<file path="config.mk">
export PLATFORM = sky130hd
export DESIGN_NAME = lined_decoder
export DESIGN_NICKNAME = d
export VERILOG_FILES = /design/src/rtl/lined_pkg.sv /design/src/rtl/lined_sub_detect.sv /design/src/rtl/lined_window.sv /design/src/rtl/lined_zero_run.sv /design/src/rtl/lined_err_counter.sv /design/src/rtl/lined_decoder.sv
export SDC_FILE = /design/constraint.sdc
export NUM_CORES = 1
export LEC_CHECK = 0
export ABC_AREA = 1
export BUFFER_PORTS_ARGS = -buffer_cell sky130_fd_sc_hd__buf_2
export CORE_ASPECT_RATIO = 1.2
export CORE_MARGIN = 2
export CORE_UTILIZATION = 40
export CTS_CLUSTER_SIZE = 24
export DETAILED_ROUTE_END_ITERATION = 7
export HOLD_SLACK_MARGIN = 0.05
export RECOVER_POWER = 50
export REMOVE_ABC_BUFFERS = 1
export SLEW_MARGIN = 5
export SYNTH_ARGS = -nofsm -noshare
export SYNTH_HDL_FRONTEND = slang
export SYNTH_HIERARCHICAL = 1
export SYNTH_SLANG_ARGS = --single-unit
export TNS_END_PERCENT = 5
</file>
<file path="constraint.sdc">
create_clock -name clk -period 4.2 [get_ports clk]
set_input_delay 0.21 -clock clk [delete_from_list [all_inputs] [get_ports clk]]
set_output_delay 0.21 -clock clk [all_outputs]
set_load 0.03 [all_outputs]
</file>
<file path="src/rtl/lined_pkg.sv">
package lined_pkg;
  // Symbol pipeline depth: the sampled stage plus three look-back stages.
  localparam int WIN_DEPTH = 4;
  localparam int WIN_HIST  = WIN_DEPTH - 1;
  // Number of earlier symbols rewritten by a valid substitution.
  localparam int SUB_BACK_B3 = 2;
  localparam int SUB_BACK_H3 = 3;
  // Zero-run lengths that count as excessive.
  localparam int EXZ_RUN_B3 = 3;
  localparam int EXZ_RUN_H3 = 4;
  localparam int RUN_W      = 3;

  typedef struct packed {
    logic pos;
    logic neg;
    logic dat;
    logic viol;
  } lined_stage_t;
endpackage

</file>
<file path="src/rtl/lined_sub_detect.sv">
module lined_sub_detect
  import lined_pkg::*;
#(
  parameter int HIST = WIN_HIST
) (
  input  logic            clk,
  input  logic            rst_n,
  input  logic            ce,
  input  logic            dec_en,
  input  logic            e3_mode,
  input  logic            rail_p,
  input  logic            rail_n,
  input  logic [HIST-1:0] hist_nz,
  output logic            new_dat,
  output logic            new_viol,
  output logic [HIST-1:0] clr_mask,
  output logic            bpv_evt
);
  logic last_neg_q, last_neg_d;
  logic seen_q, seen_d;
  logic single, both, same_pol, sub_ok, sub_hit;
  int   back_n;

  always_comb begin
    single   = rail_p ^ rail_n;
    both     = rail_p & rail_n;
    same_pol = dec_en & single & seen_q & (rail_n == last_neg_q);
    if (e3_mode) begin
      sub_ok = ~hist_nz[0] & ~hist_nz[1];
      back_n = SUB_BACK_H3;
    end else begin
      sub_ok = ~hist_nz[0];
      back_n = SUB_BACK_B3;
    end
    sub_hit  = same_pol & sub_ok;
    new_dat  = dec_en & (rail_p | rail_n) & ~sub_hit;
    new_viol = dec_en & (both | (same_pol & ~sub_ok));
    bpv_evt  = ce & new_viol;
    for (int i = 0; i < HIST; i++) begin
      clr_mask[i] = sub_hit & (i < back_n);
    end
  end

  always_comb begin
    last_neg_d = last_neg_q;
    seen_d     = seen_q;
    if (ce && dec_en && single && !same_pol) begin
      last_neg_d = rail_n;
      seen_d     = 1'b1;
    end
  end

  always_ff @(posedge clk or negedge rst_n) begin
    if (!rst_n) begin
      last_neg_q <= 1'b0;
      seen_q     <= 1'b0;
    end else begin
      last_neg_q <= last_neg_d;
      seen_q     <= seen_d;
    end
  end
endmodule

</file>
<file path="src/rtl/lined_window.sv">
module lined_window
  import lined_pkg::*;
#(
  parameter int DEPTH = WIN_DEPTH,
  localparam int HIST = DEPTH - 1
) (
  input  logic            clk,
  input  logic            rst_n,
  input  logic            ce,
  input  logic            rail_p,
  input  logic            rail_n,
  input  logic            new_dat,
  input  logic            new_viol,
  input  logic [HIST-1:0] clr_mask,
  output logic [HIST-1:0] hist_nz,
  output logic            tail_pos,
  output logic            tail_neg,
  output logic            tail_dat,
  output logic            tail_viol
);
  lined_stage_t stage_q [DEPTH];
  lined_stage_t stage_d [DEPTH];

  always_comb begin
    stage_d[0].pos  = rail_p;
    stage_d[0].neg  = rail_n;
    stage_d[0].dat  = new_dat;
    stage_d[0].viol = new_viol;
    for (int i = 1; i < DEPTH; i++) begin
      stage_d[i]     = stage_q[i-1];
      stage_d[i].dat = stage_q[i-1].dat & ~clr_mask[i-1];
    end
  end

  generate
    for (genvar g = 0; g < DEPTH; g++) begin : g_stage
      always_ff @(posedge clk or negedge rst_n) begin
        if (!rst_n) begin
          stage_q[g] <= '0;
        end else if (ce) begin
          stage_q[g] <= stage_d[g];
        end
      end
    end
    for (genvar h = 0; h < HIST; h++) begin : g_hist
      assign hist_nz[h] = stage_q[h].pos | stage_q[h].neg;
    end
  endgenerate

  assign tail_pos  = stage_q[DEPTH-1].pos;
  assign tail_neg  = stage_q[DEPTH-1].neg;
  assign tail_dat  = stage_q[DEPTH-1].dat;
  assign tail_viol = stage_q[DEPTH-1].viol;
endmodule

</file>
<file path="src/rtl/lined_zero_run.sv">
module lined_zero_run
  import lined_pkg::*;
(
  input  logic clk,
  input  logic rst_n,
  input  logic ce,
  input  logic dec_en,
  input  logic e3_mode,
  input  logic pulse,
  output logic exz_evt
);
  logic [RUN_W-1:0] run_q, run_d, limit;

  always_comb begin
    limit   = e3_mode ? RUN_W'(EXZ_RUN_H3) : RUN_W'(EXZ_RUN_B3);
    run_d   = run_q;
    exz_evt = 1'b0;
    if (ce && dec_en) begin
      if (pulse) begin
        run_d = '0;
      end else begin
        exz_evt = (run_q == limit - RUN_W'(1));
        if (run_q != limit) run_d = run_q + RUN_W'(1);
      end
    end
  end

  always_ff @(posedge clk or negedge rst_n) begin
    if (!rst_n) run_q <= '0;
    else        run_q <= run_d;
  end
endmodule

</file>
<file path="src/rtl/lined_err_counter.sv">
module lined_err_counter #(
  parameter int CNT_W = 16,
  localparam int HALF = CNT_W / 2
) (
  input  logic             clk,
  input  logic             rst_n,
  input  logic             inc,
  input  logic             clr,
  input  logic             rd_lo,
  output logic [CNT_W-1:0] cnt_o,
  output logic [HALF-1:0]  lo_o,
  output logic [HALF-1:0]  hi_o
);
  localparam logic [CNT_W-1:0] CNT_MAX = '1;

  logic [CNT_W-1:0] cnt_q, cnt_d;
  logic [HALF-1:0]  hi_q, hi_d;

  always_comb begin
    cnt_d = cnt_q;
    if (clr)                         cnt_d = '0;
    else if (inc && cnt_q != CNT_MAX) cnt_d = cnt_q + CNT_W'(1);
    hi_d = rd_lo ? cnt_q[CNT_W-1:HALF] : hi_q;
  end

  always_ff @(posedge clk or negedge rst_n) begin
    if (!rst_n) begin
      cnt_q <= '0;
      hi_q  <= '0;
    end else begin
      cnt_q <= cnt_d;
      hi_q  <= hi_d;
    end
  end

  assign cnt_o = cnt_q;
  assign lo_o  = cnt_q[HALF-1:0];
  assign hi_o  = hi_q;
endmodule

</file>
<file path="src/rtl/lined_decoder.sv">
module lined_decoder
  import lined_pkg::*;
#(
  parameter int CNT_W = 16,
  localparam int BYTE_W = CNT_W / 2
) (
  input  logic              clk,
  input  logic              rst_n,
  input  logic              line_ce,
  input  logic              rail_p,
  input  logic              rail_n,
  input  logic              e3_mode,
  input  logic              dec_en,
  input  logic              cnt_rd_lo,
  input  logic              cnt_clr,
  output logic              out_a,
  output logic              out_b,
  output logic [BYTE_W-1:0] bpv_lo,
  output logic [BYTE_W-1:0] bpv_hi,
  output logic [BYTE_W-1:0] exz_lo,
  output logic [BYTE_W-1:0] exz_hi
);
  logic [WIN_HIST-1:0] hist_nz, clr_mask;
  logic new_dat, new_viol, bpv_evt, exz_evt;
  logic win_pos, win_neg, win_dat, win_viol;
  logic [CNT_W-1:0] bpv_cnt, exz_cnt;

  lined_sub_detect #(.HIST(WIN_HIST)) u_detect (
    .clk(clk), .rst_n(rst_n), .ce(line_ce), .dec_en(dec_en), .e3_mode(e3_mode),
    .rail_p(rail_p), .rail_n(rail_n), .hist_nz(hist_nz),
    .new_dat(new_dat), .new_viol(new_viol), .clr_mask(clr_mask), .bpv_evt(bpv_evt)
  );

  lined_window #(.DEPTH(WIN_DEPTH)) u_window (
    .clk(clk), .rst_n(rst_n), .ce(line_ce), .rail_p(rail_p), .rail_n(rail_n),
    .new_dat(new_dat), .new_viol(new_viol), .clr_mask(clr_mask), .hist_nz(hist_nz),
    .tail_pos(win_pos), .tail_neg(win_neg), .tail_dat(win_dat), .tail_viol(win_viol)
  );

  lined_zero_run u_zrun (
    .clk(clk), .rst_n(rst_n), .ce(line_ce), .dec_en(dec_en), .e3_mode(e3_mode),
    .pulse(rail_p | rail_n), .exz_evt(exz_evt)
  );

  lined_err_counter #(.CNT_W(CNT_W)) u_bpv_cnt (
    .clk(clk), .rst_n(rst_n), .inc(bpv_evt), .clr(cnt_clr), .rd_lo(cnt_rd_lo),
    .cnt_o(bpv_cnt), .lo_o(bpv_lo), .hi_o(bpv_hi)
  );

  lined_err_counter #(.CNT_W(CNT_W)) u_exz_cnt (
    .clk(clk), .rst_n(rst_n), .inc(exz_evt), .clr(cnt_clr), .rd_lo(cnt_rd_lo),
    .cnt_o(exz_cnt), .lo_o(exz_lo), .hi_o(exz_hi)
  );

  assign out_a = dec_en ? win_dat  : win_pos;
  assign out_b = dec_en ? win_viol : win_neg;
endmodule

</file>
==> flow_summary_export.csv, run 1 <==
group,metric,value,unit
placement,dp_hpwl,5.839,mm
timing,finalSetupViolCount,0,
power_and_ir_drop,pwr_density_cell,394.0,nW/um^2
grt,grt_util_all_layers,0.1734,
floorplan,initial_core_util,0.4104,
clocking,clk_latency,0.33,ns
status,violations,"max-capacitance violations, max-slew violations",
status,status,"finished, violations left",
worst_setup_path,cp.arrival,2.76,ns
timing,rsz0062_at_grt,"no",
timing,max_slew_margin,-0.3083,
clocking,htree_levels,3,
clocking,cts_buffers,9,
clocking,clk_pin_slew_worst_paths,0.06,ns
detailed_routing,first_pass_iters,4,
clocking,clockBufferDepth,2,
timing,drv_slew,36,
worst_setup_path,required,4.66,ns
timing,fin_crit,2.304,ns
detailed_routing,vias_per_cell,4.862,
worst_setup_path,cp_slowest_stage_delay,1.39,ns
timing,hold_viol,0,
layout,drive_gt1_frac,0.1062,
worst_setup_path,worstSetupEndpointType,"asynchronous set/reset pin",
worst_setup_path,path_cells,"dlygate4sd3_1 -> clkbuf_1 -> buf_4",
power_and_ir_drop,power_leakage,0.002145,uW
floorplan,die_h,112.0,um
floorplan,core_area,9467,sq um
grt,antenna_found_initial,0,
detailed_routing,wl_per_cell,12.49,um
grt,overflow,0,
synth,synth_area,3885,sq um
hold_path,hold_path.class,"input port to register",
detailed_routing,drt_iter0_drc,203,
floorplan,die-area,10520,sq um
layout,n_antenna_cell,0,
worst_setup_path,r2r-start,"u_zrun/run_q[0]",
detailed_routing,route.vias.total,3253,
layout,nNetsFinal,555,
clocking,cts_tree,"built",
power_and_ir_drop,peakVddDrop,0.2073,mV
layout,area_growth,11.69,%
worst_setup_path,path_class,"input port to asynchronous set/reset pin",
detailed_routing,drt-total-wl,8.358,mm
floorplan,num_rows,39,
grt,grt_first_pass_wirelength,14.46,mm
grt,grt_pass1_vias,3057,
timing,layout_setup_ws,1.896,ns
floorplan,io_pins,43,
worst_setup_path,slowest_stage,"clkbuf_1",
timing,tightest_slew,1.962,ns
worst_setup_path,crit_fanout,35,
clocking,cts-root-buf,"clkbuf_16",
placement,port_buffers,42,
placement,gp_congestion,0.8221,
worst_setup_path,cp-startpoint,"rst_n",
clocking,ctsResizeCount,0,
layout,fin_cells,669,
timing,timing.fmax,434.0,MHz
timing,finalClockSkew,0.005583,ns
layout,stdcell_area,4339,sq um
hold_path,min_from,"rail_p",
timing,tns,0,ns
placement,dp_slack,1.934,ns
worst_setup_path,critPathLaunchType,"input port",
detailed_routing,final_antenna_net_count,0,
flow_run,maxCapViolations,1,
synth,syn_inst,516,
clocking,clock-sinks,69,
grt,grt_max_degree,36,
floorplan,die_w,93.97,um
layout,fin_util,0.4584,
timing,timing.final.crit_share,0.5486,
synth,ys_warn_count,6,
detailed_routing,drc,0,
synth,avgSynthCellArea,7.529,sq um
placement,placed_area,4026,sq um
placement,placed_cells,652,
[metal layers]
metal	GRT usage	routed length [um]	vias to the layer above	share of wire
met5	0	0	-	0
met4	0.08696	163	0	0.020
met3	0.02368	300	11	0.036
met2	0.2633	3872	51	0.46
met1	0.2421	4021	1536	0.48
li1	-	-	1655	-
[state kept, by name, indices dropped and copies added, names as in the netlist]
signal and cells:
u_window/tail_dat 1, u_window/stage_q 3, u_detect/last_neg_q 1, u_detect/seen_q 1, u_bpv_cnt/cnt_o 16, u_window/tail_pos 1, u_exz_cnt/hi_o 8, u_window/stage_d 9
u_exz_cnt/cnt_o 16, u_window/tail_neg 1, u_window/tail_viol 1, u_bpv_cnt/hi_o 8, u_zrun/run_q 3
[report_power, final]
part / total (uW) / switching [uW] / internal (uW)
Clock: 842 / 290 / 552
Combinational: 148 / 110 / 38.0
Sequential: 720 / 21.3 / 698
[layout make-up]
cell class,count,area [sq um]
fill,994,5127
sequential,69,1727
multi-input combinational,360,1709
clock buffer,11,252.7
inverter,57,219.0
timing repair buffer,44,195.2
tap,123,153.9
clock inverter,5,82.58
[through the flow]
stage	hold slack (ns)	power, uW
final	0.1433	1710
after global placement	0.3482	880.8
after global routing	0.1585	1782
after CTS	0.1300	1738
after detailed placement	0.3630	884.7
after floorplan	-0.08559	819.4
[worst max-delay path: cells and delay by family]
kind / cells / cell delay (ns)
buffers and inverters: 3 / 2.53
[layout by cell type (no fill, tap or decap), types with 3 or more instances in the layout]
cell type / instances
nand2_1: 167
clkbuf_16: 9
nand4_1: 13
nand2_4: 4
xor2_1: 7
nor2_4: 5
o21ai_0: 17
inv_1: 53
a21oi_1: 24
nand2_2: 6
clkinvlp_4: 3
ha_1: 5
buf_2: 16
clkbuf_1: 26
dfrtp_1: 69
nand3_1: 41
nor3_1: 5
nor2_1: 55
[timing repair]
item | CTS | global route
hold buffers | 1 | 0
endpoints found under the hold margin | 34 | 0
buffers inserted | 0 | 0
[path summary, 6_finish.rpt]
path                                        end  slack (ns)  depth (start not counted)
setup / recovery             u_exz_cnt/cnt_o[5]        1.90                          3
setup reg to reg             u_exz_cnt/cnt_o[8]        2.00                          9
min in group asynchronous     u_exz_cnt/hi_o[7]        0.96                          2
max in group clk             u_exz_cnt/cnt_o[8]        1.95                          7
hold / removal             u_window/stage_d[11]        0.14                          3
hold reg to reg             u_window/stage_d[4]        0.48                          2
(Power assumes the default switching activity.)
==> run 2, diff against run 1 <==
- ABC_AREA: 1 -> 0
- clock period: 4.2 -> 2 ns (I/O delays scaled with it)
==> flow_summary_export.csv, run 2 <==
group,metric,value,unit
timing,layout_setup_ws,-0.08405,ns
worst_setup_path,path_class,"register to register",
placement,placed_cells,501,
worst_setup_path,cp.arrival,2.35,ns
timing,timing.final.crit_share,1.042,
layout,n_antenna_cell,0,
detailed_routing,route.vias.total,2671,
worst_setup_path,worstSetupEndpointType,"register",
hold_path,hold_path.class,"input port to register",
power_and_ir_drop,pwr_density_cell,668.3,nW/um^2
flow_run,maxCapViolations,0,
worst_setup_path,critPathBufInv,0,
worst_setup_path,required,2.26,ns
power_and_ir_drop,power_leakage,0.002035,uW
placement,gp_congestion,0.8013,
layout,fin_util,0.4812,
grt,grt_pass1_vias,2665,
layout,nNetsFinal,407,
timing,timing.fmax,479.8,MHz
floorplan,initial_core_util,0.4098,
floorplan,io_pins,43,
layout,area_growth,17.43,%
synth,ys_warn_count,6,
detailed_routing,vias_per_cell,5.166,
worst_setup_path,crit_family,"simple AND/OR/NAND/NOR gates",
timing,fin_crit,2.084,ns
status,violations,"negative setup slack",
layout,fillerInstances,826,
worst_setup_path,critPathLaunchType,"register",
clocking,clk_latency,0.34,ns
layout,fin_cells,517,
floorplan,die_w,91.59,um
layout,drive_gt1_frac,0.3703,
grt,grt_first_pass_wirelength,12.08,mm
clocking,clock-sinks,69,
clocking,cts_buffers,9,
layout,register_area,1727,sq um
floorplan,die_h,109.1,um
detailed_routing,drt-total-wl,7.143,mm
detailed_routing,first_pass_iters,4,
clocking,clk_pin_slew_worst_paths,0.07,ns
placement,dp_hpwl,4.999,mm
worst_setup_path,slowest_stage,"or4_4",
clocking,clockBufferDepth,2,
layout,final_cell_mix,"dfrtp_1 (69), buf_2 (42), buf_4 (36)",
grt,grt_util_all_layers,0.1517,
power_and_ir_drop,peakVddDrop,0.5307,mV
power_and_ir_drop,finalPower,2890,uW
floorplan,die-area,9992,sq um
layout,final_common_cell,"dfrtp_1",
clocking,cts-root-buf,"clkbuf_8",
detailed_routing,final_antenna_net_count,0,
detailed_routing,drt_iter0_drc,104,
synth,synth_area,3682,sq um
clocking,htree_levels,3,
worst_setup_path,cp_slowest_stage_delay,0.46,ns
synth,syn_inst,331,
worst_setup_path,path_cells,"xor2_1 -> nor2_1 -> and4_4 -> nand4_1 -> or4_4 -> or4_1 -> a21oi_1",
grt,overflow,0,
detailed_routing,wl_per_cell,13.82,um
clocking,cts_tree,"built",
timing,tightest_slew,0.9448,ns
status,status,"finished, violations left",
worst_setup_path,crit_fanout,4,
synth,avgSynthCellArea,11.12,sq um
layout,multiInputGateArea,1730,sq um
timing,hold_viol,0,
grt,grt_max_degree,70,
detailed_routing,drc,0,
placement,port_buffers,42,
floorplan,num_rows,38,
grt,antenna_found_initial,0,
timing,max_slew_margin,0.3701,
timing,rsz0062_at_grt,"yes",
timing,finalSetupViolCount,4,
floorplan,core_area,8986,sq um
timing,finalClockSkew,0.006152,ns
timing,drv_slew,0,
clocking,postCtsSetupBuffers,0,
run 2: area by class of cell:
| type | count | area share |
|---|---|---|
| multi-input combinational | 221 | 0.4002 |
| sequential | 69 | 0.3993 |
| timing repair buffer | 80 | 0.1152 |
| tap | 120 | 0.03472 |
| clock buffer | 13 | 0.03212 |
| inverter | 12 | 0.01042 |
| clock inverter | 2 | 0.008102 |
run 2: layer usage:
| layer | wire (um) | global-route usage | vias up | share of wire |
|---|---|---|---|---|
| met5 | 0 | 0 | - | 0 |
| li1 | - | - | 1324 | - |
| met4 | 129 | 0.07684 | 0 | 0.018 |
| met3 | 332 | 0.04492 | 13 | 0.046 |
| met1 | 3177 | 0.1812 | 1293 | 0.44 |
| met2 | 3503 | 0.2495 | 41 | 0.49 |
run 2: through the flow:
step | setup slack, ns | setup TNS, ns | hold slack (ns) | instance area [sq um]
after global routing | -0.2434 | -1.805 | 0.07054 | 4324
after detailed placement | -0.1635 | -1.162 | 0.1569 | 4113
after floorplan | -0.2522 | -1.151 | -0.1956 | 3462
after CTS | -0.1239 | -0.3665 | 0.05284 | 4322
final | -0.08405 | -0.2227 | 0.06979 | 4324
after global placement | -0.1349 | -0.9205 | 0.1556 | 4113
run 2: worst min-delay path, delay by kind of cell:
kind / cells / cell delay (ns)
AO/OA/AOI/OAI: 1 / 0.09
buffers and inverters: 2 / 0.18
run 2: timing repair:
item | CTS | global route
setup endpoints to repair | 13 | 15
endpoints found under the hold margin | 69 | 0
hold buffers | 1 | 0
resized for setup | 5 | 3
pin swaps | 6 | 6
run 2: final timing paths:
kind,from,end,slack (ns),cells past startpoint
worst max register to register,u_zrun/run_q[0],u_exz_cnt/cnt_o[13],-0.08,7
worst max-delay path,u_zrun/run_q[0],u_exz_cnt/cnt_o[13],-0.08,7
worst min-delay path,rail_n,u_detect/last_neg_q,0.07,3
max in group asynchronous,rst_n,u_bpv_cnt/hi_o[3],0.85,3
min in group asynchronous,rst_n,u_exz_cnt/cnt_o[1],0.55,3
worst min register to register,u_window/stage_d[2],u_window/tail_neg,0.49,1
run 2: power breakdown:
| group | total (uW) | internal, uW | switching [uW] |
|---|---|---|---|
| Sequential | 1500 | 1460 | 36.5 |
| Clock | 1050 | 569 | 478 |
| Combinational | 341 | 168 | 173 |
==> run 3, diff against run 2 <==
- SKIP_LAST_GASP: not set -> 1
==> flow_summary_export.csv, run 3 (synthesis gave the netlist of run 2 again) <==
group,metric,value,unit
status,violations,"negative setup slack",
timing,tns,-0.3972,ns
detailed_routing,wl_per_cell,13.75,um
timing,hold_ws,0.06976,ns
hold_path,hold_path.class,"input port to register",
detailed_routing,first_pass_iters,4,
placement,dp_hpwl,4.999,mm
worst_setup_path,crit_fanout,4,
detailed_routing,final_antenna_net_count,0,
power_and_ir_drop,p_seq_frac,0.519,
layout,area_growth,16.92,%
power_and_ir_drop,finalPower,2891,uW
timing,timing.fmax,471.4,MHz
layout,final_common_cell,"dfrtp_1",
grt,grt_util_all_layers,0.1515,
floorplan,initial_core_util,0.4098,
detailed_routing,drc,0,
detailed_routing,drt-total-wl,7.110,mm
power_and_ir_drop,switchingPower,688.9,uW
timing,max_slew_margin,0.3701,
worst_setup_path,reg2reg_slack,-0.12,ns
timing,finalSetupViolCount,8,
layout,n_antenna_cell,0,
worst_setup_path,worstSetupEndpointType,"register",
floorplan,io_pins,43,
timing,finalClockSkew,0.006121,ns
floorplan,die_h,109.1,um
power_and_ir_drop,pwr-share-clk,0.363,
hold_path,min_from,"rail_n",
clocking,clockBufferDepth,2,
worst_setup_path,reg2reg_depth,7,
clocking,cts-root-buf,"clkbuf_8",
floorplan,die-area,9992,sq um
timing,tightest_slew,0.9449,ns
power_and_ir_drop,peakVddDrop,0.5303,mV
grt,antenna_found_initial,0,
grt,grt_max_degree,70,
floorplan,num_rows,38,
clocking,clk_pin_slew_worst_paths,0.07,ns
placement,gp_congestion,0.8013,
layout,stdcell_area,4305,sq um
grt,grt_pass1_vias,2656,
timing,layout_setup_ws,-0.1213,ns
detailed_routing,drt_iter0_drc,89,
timing,drv_slew,0,
worst_setup_path,critPathLaunchType,"register",
layout,fin_cells,517,
timing,rsz0062_at_grt,"yes",
grt,overflow,0,
placement,placed_area,4113,sq um
clocking,cts_tree,"built",
timing,hold_viol,0,
detailed_routing,vias_per_cell,5.182,
flow_run,maxCapViolations,0,
worst_setup_path,worstReg2RegEnd,"u_exz_cnt/cnt_o[13]",
layout,final_cell_mix,"dfrtp_1 (69), buf_2 (42), buf_4 (36)",
worst_setup_path,r2r-start,"u_zrun/run_q[0]",
floorplan,die_w,91.59,um
worst_setup_path,required,2.27,ns
floorplan,core_area,8986,sq um
power_and_ir_drop,power_leakage,0.002029,uW
layout,drive_gt1_frac,0.3652,
clocking,clock-sinks,69,
timing,fin_crit,2.121,ns
layout,nNetsFinal,407,
grt,grt_first_pass_wirelength,12.05,mm
clocking,htree_levels,3,
worst_setup_path,path_class,"register to register",
power_and_ir_drop,pwr_density_cell,671.5,nW/um^2
worst_setup_path,cp.arrival,2.39,ns
clocking,clk_latency,0.35,ns
placement,placed_cells,501,
power_and_ir_drop,power_frac_comb,0.118,
placement,port_buffers,42,
power_and_ir_drop,intPower,2202,uW
detailed_routing,route.vias.total,2679,
hold_path,min_path_cells,3,
power_and_ir_drop,switching_share,0.2383,
hold_path,holdPathEnd,"u_detect/last_neg_q",
timing,timing.final.crit_share,1.061,
status,status,"finished, violations left",
clocking,cts_buffers,9,
[run 3: cell count changes in the layout (fill, tap and decap cells not counted)]
| cell | previous run | this run |
|---|---|---|
| nor3_1 | 5 | 6 |
| nor3_2 | 1 | 0 |
| nor4b_2 | 0 | 1 |
| nor4b_4 | 1 | 0 |
| o31ai_1 | 7 | 8 |
| o31ai_2 | 1 | 0 |
[run 3: worst max-delay path: stages, from the launching register on]
cell and delay (ns):
dfrtp_1 0.39, xor2_1 0.16, nor2_1 0.10, and4_4 0.24
nand4_1 0.12, or4_4 0.46, or4_1 0.42, a21oi_1 0.16
[run 3: per-stage QoR]
stage                     setup slack (ns)    util
after floorplan                    -0.2522       -
after global placement             -0.1349  0.4577
after detailed placement           -0.1635  0.4577
after CTS                          -0.1239  0.4802
after global routing               -0.2420  0.4791
final                              -0.1213  0.4791
[run 3: cell type report]
cell class                      count  area (sq um)
Fill cell                         830          4681
Sequential cell                    69          1727
Multi-Input combinational cell    221          1712
Clock buffer                       13         138.9
Timing Repair Buffer               80         498.0
Tap cell                          120         150.1
Inverter                           12         45.04
Clock inverter                      2         35.03
[run 3: timing repair]
action                                  CTS  global route
gates cloned                              0             0
hold buffers                              1             0
endpoints found under the hold margin    69             0
pin swaps                                 3             0
endpoints found under the setup margin   13            14
gates resized for setup                   4             1
buffers inserted                          0             0
[run 3: worst max-delay path by stage]
stage                              from                  end  slack (ns)
floorplan           u_window/stage_d[6]  u_bpv_cnt/cnt_o[13]       -0.25
global placement                 rail_n  u_exz_cnt/cnt_o[13]       -0.13
detailed placement  u_detect/last_neg_q  u_bpv_cnt/cnt_o[13]       -0.16
CTS                     u_zrun/run_q[0]  u_exz_cnt/cnt_o[13]       -0.12
global route        u_window/stage_d[7]  u_bpv_cnt/cnt_o[13]       -0.24
finish                  u_zrun/run_q[0]  u_exz_cnt/cnt_o[13]       -0.12
[run 3: layer usage]
| metal | GRT usage | part of all wire | wire length (um) |
|---|---|---|---|
| met3 | 0.04492 | 0.047 | 337 |
| met5 | 0 | 0 | 0 |
| met1 | 0.1812 | 0.45 | 3172 |
| met2 | 0.2489 | 0.49 | 3483 |
| met4 | 0.07684 | 0.016 | 116 |
[run 3: power groups by stage]
stage	registers (uW)	logic, uW	clock network [uW]
final	1500	342	1050
after global routing	1510	379	1150
after CTS	1500	356	1100
after detailed placement	1530	345	0
after global placement	1520	339	0
after floorplan	1530	175	0
